===== src/rtl/lps_pkg.sv =====
package lps_pkg;

   typedef enum logic [1:0] {
      OM_HIZ   = 2'd0,
      OM_IDLE  = 2'd1,
      OM_DRIVE = 2'd2
   } out_mode_e;

   localparam logic [1:0] MOD_OFF   = 2'b00;
   localparam logic [1:0] MOD_SMALL = 2'b01;
   localparam logic [1:0] MOD_LARGE = 2'b10;
   localparam logic [1:0] MOD_RSVD  = 2'b11;

endpackage


===== src/rtl/lps_lock_counter.sv =====
module lps_lock_counter #(
   parameter int LOCK_CYCLES = 16385,
   parameter int CNT_W       = $clog2(LOCK_CYCLES + 1)
) (
   input  logic clk,
   input  logic rst_n,
   input  logic en_i,
   output logic done_o
);
   localparam logic [CNT_W-1:0] CNT_MAX = CNT_W'(LOCK_CYCLES);

   logic [CNT_W-1:0] cnt_q;

   // the count restarts from zero whenever the enable is seen low
   always_ff @(posedge clk or negedge rst_n) begin
      if (!rst_n) begin
         cnt_q <= '0;
      end else if (!en_i) begin
         cnt_q <= '0;
      end else if (cnt_q != CNT_MAX) begin
         cnt_q <= cnt_q + 1'b1;
      end
   end

   assign done_o = (cnt_q == CNT_MAX);
endmodule


===== src/rtl/lps_out_ctrl.sv =====
module lps_out_ctrl
   import lps_pkg::*;
(
   input  logic en_i,
   input  logic lock_done_i,
   output logic pll_en_o,
   output logic term_en_o,
   output logic out_hiz_o,
   output logic drv_en_o
);
   out_mode_e mode;

   always_comb begin
      if (!en_i)             mode = OM_HIZ;
      else if (lock_done_i)  mode = OM_DRIVE;
      else                   mode = OM_IDLE;
   end

   always_comb begin
      pll_en_o  = 1'b0;
      term_en_o = 1'b0;
      out_hiz_o = 1'b1;
      drv_en_o  = 1'b0;
      case (mode)
         OM_IDLE: begin
            pll_en_o  = 1'b1;
            term_en_o = 1'b1;
         end
         OM_DRIVE: begin
            pll_en_o  = 1'b1;
            term_en_o = 1'b1;
            out_hiz_o = 1'b0;
            drv_en_o  = 1'b1;
         end
         default: ;
      endcase
   end
endmodule


===== src/rtl/lps_cfg_decode.sv =====
module lps_cfg_decode
   import lps_pkg::*;
#(
   parameter int RNG_W            = 2,
   parameter int BIG_STEP_MIN_RNG = 2,
   parameter bit REG_OUT          = 1'b1,
   parameter int NUM_BANDS        = 1 << RNG_W
) (
   input  logic                 clk,
   input  logic                 rst_n,
   input  logic [RNG_W-1:0]     rng_i,
   input  logic [1:0]           mod_i,
   output logic [NUM_BANDS-1:0] band_o,
   output logic [1:0]           mod_eff_o,
   output logic                 cfg_err_o
);
   localparam logic [RNG_W-1:0] RNG_MIN = RNG_W'(BIG_STEP_MIN_RNG);

   logic [NUM_BANDS-1:0] band_c;
   logic [1:0]           mod_c;
   logic                 err_c;

   for (genvar b = 0; b < NUM_BANDS; b++) begin : g_band
      assign band_c[b] = (rng_i == RNG_W'(b));
   end

   always_comb begin
      err_c = (mod_i == MOD_RSVD) ||
              ((mod_i == MOD_LARGE) && (rng_i < RNG_MIN));
      mod_c = err_c ? MOD_OFF : mod_i;
   end

   if (REG_OUT) begin : g_reg
      always_ff @(posedge clk or negedge rst_n) begin
         if (!rst_n) begin
            band_o    <= NUM_BANDS'(1);
            mod_eff_o <= MOD_OFF;
            cfg_err_o <= 1'b0;
         end else begin
            band_o    <= band_c;
            mod_eff_o <= mod_c;
            cfg_err_o <= err_c;
         end
      end
   end else begin : g_comb
      assign band_o    = rst_n ? band_c : NUM_BANDS'(1);
      assign mod_eff_o = rst_n ? mod_c  : MOD_OFF;
      assign cfg_err_o = rst_n & err_c;
   end
endmodule


===== src/rtl/pwr_lock_seq.sv =====
module pwr_lock_seq #(
   parameter int LOCK_CYCLES      = 16385,
   parameter int RNG_W            = 2,
   parameter int BIG_STEP_MIN_RNG = 2,
   parameter bit REG_SETTINGS     = 1'b1
) (
   input  logic                     clk,
   input  logic                     rst_n,
   input  logic                     pwr_pin_i,
   input  logic                     supply_ok_i,
   input  logic [RNG_W-1:0]         rng_sel_i,
   input  logic [1:0]               mod_sel_i,
   output logic                     pll_en_o,
   output logic                     term_en_o,
   output logic                     out_hiz_o,
   output logic                     drv_en_o,
   output logic [(1<<RNG_W)-1:0]    band_o,
   output logic [1:0]               mod_eff_o,
   output logic                     cfg_err_o
);
   localparam int NUM_BANDS = 1 << RNG_W;
   localparam int CNT_W     = $clog2(LOCK_CYCLES + 1);

   if (LOCK_CYCLES < 2) begin : g_bad_lock
      $error("LOCK_CYCLES must be at least 2");
   end
   if (BIG_STEP_MIN_RNG >= NUM_BANDS) begin : g_bad_rng
      $error("BIG_STEP_MIN_RNG must name an existing band");
   end

   logic en_req;
   logic lock_done;

   // missing supply overrides the pin; reset also holds power off
   assign en_req = pwr_pin_i & supply_ok_i & rst_n;

   lps_lock_counter #(
      .LOCK_CYCLES (LOCK_CYCLES),
      .CNT_W       (CNT_W)
   ) u_cnt (
      .clk    (clk),
      .rst_n  (rst_n),
      .en_i   (en_req),
      .done_o (lock_done)
   );

   lps_out_ctrl u_out (
      .en_i        (en_req),
      .lock_done_i (lock_done),
      .pll_en_o    (pll_en_o),
      .term_en_o   (term_en_o),
      .out_hiz_o   (out_hiz_o),
      .drv_en_o    (drv_en_o)
   );

   lps_cfg_decode #(
      .RNG_W            (RNG_W),
      .BIG_STEP_MIN_RNG (BIG_STEP_MIN_RNG),
      .REG_OUT          (REG_SETTINGS),
      .NUM_BANDS        (NUM_BANDS)
   ) u_cfg (
      .clk       (clk),
      .rst_n     (rst_n),
      .rng_i     (rng_sel_i),
      .mod_i     (mod_sel_i),
      .band_o    (band_o),
      .mod_eff_o (mod_eff_o),
      .cfg_err_o (cfg_err_o)
   );
endmodule


===== config.mk =====
export PLATFORM = sky130hd
export DESIGN_NAME = pwr_lock_seq
export DESIGN_NICKNAME = d
export VERILOG_FILES = /design/src/rtl/lps_pkg.sv /design/src/rtl/lps_lock_counter.sv /design/src/rtl/lps_out_ctrl.sv /design/src/rtl/lps_cfg_decode.sv /design/src/rtl/pwr_lock_seq.sv
export SDC_FILE = /design/constraint.sdc
export NUM_CORES = 1
export LEC_CHECK = 0
export ABC_AREA = 1
export BUFFER_PORTS_ARGS = -buffer_cell sky130_fd_sc_hd__buf_4
export CAP_MARGIN = 20
export CORE_MARGIN = 2
export CORE_UTILIZATION = 50
export CTS_CLUSTER_DIAMETER = 50
export DETAILED_ROUTE_END_ITERATION = 10
export PLACE_DENSITY = 0.77
export SLEW_MARGIN = 20
export SYNTH_ARGS = -nofsm -noshare
export SYNTH_HDL_FRONTEND = slang
export SYNTH_SLANG_ARGS = --single-unit

===== constraint.sdc =====
create_clock -name clk -period 2.15 [get_ports clk]
set_clock_uncertainty 0.2 [all_clocks]
set_input_delay 0.645 -clock clk [delete_from_list [all_inputs] [get_ports clk]]
set_output_delay 0.645 -clock clk [all_outputs]
set_load 0.03 [all_outputs]

==> flow_summary.yaml <==
outcome:
  outcome: "finished, violations left"
  violations: "setup timing"
place:
  dpl.hpwl_um: 1840
  globalplace.congestion: 0.875
  io_buffers: 18
yosys:
  syn_avg_cell_area_um2: 7.73
  netlist_instances: 146
  synth_top_cells_by_count: "34 x nor2_1, 31 x nand2_1, 21 x dfrtp_1, 21 x inv_1, 8 x nand3_1"
  yosysMostFrequentCell: "nor2_1"
  synth-async-reset-ratio: 1.00
  yosysWarnings: 0
  syn_nets: 156
  synth_seq_cells: 22
  syn_area_um2: 1130
  yosysTopAreaCell: "dfrtp_1"
  yosys_most_used_dff: "dfrtp_1"
  synth_edf_count: 0
  synth.area.top_cells: "dfrtp_1 47%, nor2_1 11%, nand2_1 10%"
  synth_top_area_share: 0.466
  yosysSeqAreaShare: 0.489
  synth_cell_types: 22
cells_and_area:
  antenna_cells: 0
  n_fill_cell: 190
  nets: 185
  drive_gt1_frac: 0.230
  syn2layout_area_growth_pct: 24.5
  final_util: 0.648
critical_path:
  reg2reg_depth: 9
  required_ns: 1.30
  cpMostUsedCell: "nor2_1"
  path_delay_family: "simple AND/OR/NAND/NOR gates"
  crit_fanout: 5
  cp_slowest_stage_delay_ns: 0.45
  cp.buffers_inverters: 2
  worstSetupPathType: "flop to output pin"
  crit_chain: "nor2_1 > nand3_1 > nor2_1 > nand4_1 > inv_2 > buf_6"
  r2r_end: "u_cnt.cnt_q[12]"
  end_kind: "output pin"
  slowest_stage: "dfrtp_1"
  startpoint_type: "flop"
  ff2ff_setup_slack_ns: 0.43
  r2r_start: "u_cnt.cnt_q[1]"
  critPathArrivalTime_ns: 1.48
power:
  power_mw: 0.738
  p_leak_nw: 0.686
  power_frac_clock: 0.314
  p_int_mw: 0.558
  pwr-share-comb: 0.109
  swShare: 0.244
  power_density_nw_per_um2: 526
  p_seq_frac: 0.576
  switchingPower_mw: 0.180
  vdd_drop_max_uv: 395
timing:
  worst_slack_ns: -0.174
  post-route-period-util: 1.08
  hold_violations: 0
  slew_headroom: 0.796
  setup_viol: 2
  worst_pin_slew_ns: 0.305
  clock.fmax_mhz: 430
  period_needed_ns: 2.32
  rsz0062_at_grt: "true"
  drv_slew: 0
drt:
  final_antenna_net_count: 0
  drc: 0
  vias: 1030
  avgViaCountPerCell: 5.10
  wl_per_cell_um: 12.0
  routed_wl_um: 2420
  drt_iter0_drc: 13
  first_pass_iters: 4
clock_network:
  htree_levels: 1
  root_buffer: "clkbuf_4"
  cts_hold_buf: 0
  cts_max_path_buffers: 2
  clock-sinks: 22
  clkTransAtPathRegs_ns: 0.12
  cts_tree: "done"
  clock_latency_ns: 0.31
  numCtsBuffers: 3
floorplanning:
  die_area_um2: 2650
  fp.dieW_um: 51.5
  die_y_um: 51.5
  rows: 17
  fp.coreArea_um2: 2170
  initial_core_util: 0.520
  boundaryPins: 19
global_route:
  grt_pass1_wl_um: 4110
  grt_max_degree: 23
  antenna_found_initial: 0
  grt_pass1_vias: 1037
  grt_usage: 0.211
  overflow: 0
run:
  maxCapViolCount: 0
hold_path:
  hp-class: "primary input to asynchronous set/reset pin"
-- through the flow --
stage	hold slack [ns]	TNS, ns	cell area, um2	setup WS, ns	cells
6_report	0.117	-0.347	1410	-0.174	202
5_1_grt	0.139	-0.462	1410	-0.231	202
4_1_cts	0.128	-0.321	1400	-0.160	201
3_5_place_dp	0.357	0	1330	0.0478	194
3_3_place_gp	0.346	0	1330	0.0457	194
2_1_floorplan	0.149	-0.123	1140	-0.123	146
-- what timing repair did --
item                       4_1_cts  5_1_grt
resized for setup                1        1
buffers inserted                 3        1
setup endpoints to repair        2        2
pin swaps                        1        0
-- worst max path at each step --
stage / startpoint / to / cells after the start
after floorplan: rst_n / drv_en_o / 4
after global placement: rst_n / drv_en_o / 6
after detailed placement: rst_n / drv_en_o / 6
after CTS: u_cnt.cnt_q[1] / drv_en_o / 7
after global routing: u_cnt.cnt_q[1] / out_hiz_o / 6
final: u_cnt.cnt_q[8] / drv_en_o / 6
-- power groups by stage --
| stage | registers [mW] | logic [mW] | clock network, mW |
|---|---|---|---|
| after floorplan | 0.449 | 0.0204 | 0 |
| after global placement | 0.434 | 0.0781 | 0 |
| after detailed placement | 0.434 | 0.0791 | 0 |
| after CTS | 0.426 | 0.0815 | 0.233 |
| after global routing | 0.426 | 0.0885 | 0.245 |
| final | 0.426 | 0.0807 | 0.232 |
-- flip-flops by register name (all words and copies together), names as in the netlist --
name             count
u_cfg.cfg_err_o      1
u_cfg.mod_eff_o      2
u_cnt.cnt_q         15
u_cfg.band_o         4
-- layout by cell type, fill, tap and decap left out --
| cell | count |
|---|---|
| nor2_1 | 34 |
| nand2_1 | 31 |
| buf_4 | 24 |
| dfrtp_1 | 21 |
| inv_1 | 19 |
| nand3_1 | 7 |
| nand4_1 | 6 |
| a21oi_1 | 5 |
| inv_2 | 3 |
| nor3_1 | 3 |
| clkbuf_4 | 3 |
| nand3_2 | 2 |
| xor2_1 | 2 |
| nand3_4 | 1 |
| nand2_2 | 1 |
| o21ai_1 | 1 |
| nor2_4 | 1 |
| nor3b_1 | 1 |
| o21ai_0 | 1 |
| o21a_1 | 1 |
| a31oi_1 | 1 |
| ha_2 | 1 |
| ha_1 | 1 |
| clkbuf_8 | 1 |
| buf_6 | 1 |
| buf_12 | 1 |
| dfstp_2 | 1 |
-- area by class of cell --
type,count,area (um2),share of cell area
inverters,22,82.6,0.0588
clock buffers,4,36.3,0.0258
flip-flops and latches,22,552,0.393
repair buffers,26,211,0.150
well taps,28,35.0,0.0249
multi-input cells,100,488,0.347
-- routing by layer --
metal	wire (um)	track usage
met1	1030	0.237
met2	1260	0.387
met3	91	0.0345
met4	37	0.101
met5	0	0
-- kinds of logic (layout without fill, tap and decap cells) --
kind of cell | Yosys count | in the layout | synth area share
AOI/OAI and AO/OA | 9 | 9 | 0.0432
buffers and inverters | 24 | 52 | 0.0920
DFF | 22 | 22 | 0.489
xor gates and xnor gates | 2 | 2 | 0.0155
and+or+nand+nor | 87 | 87 | 0.338
adders and majority gates | 2 | 2 | 0.0222
Note: power is estimated with default switching activity, not from simulation.
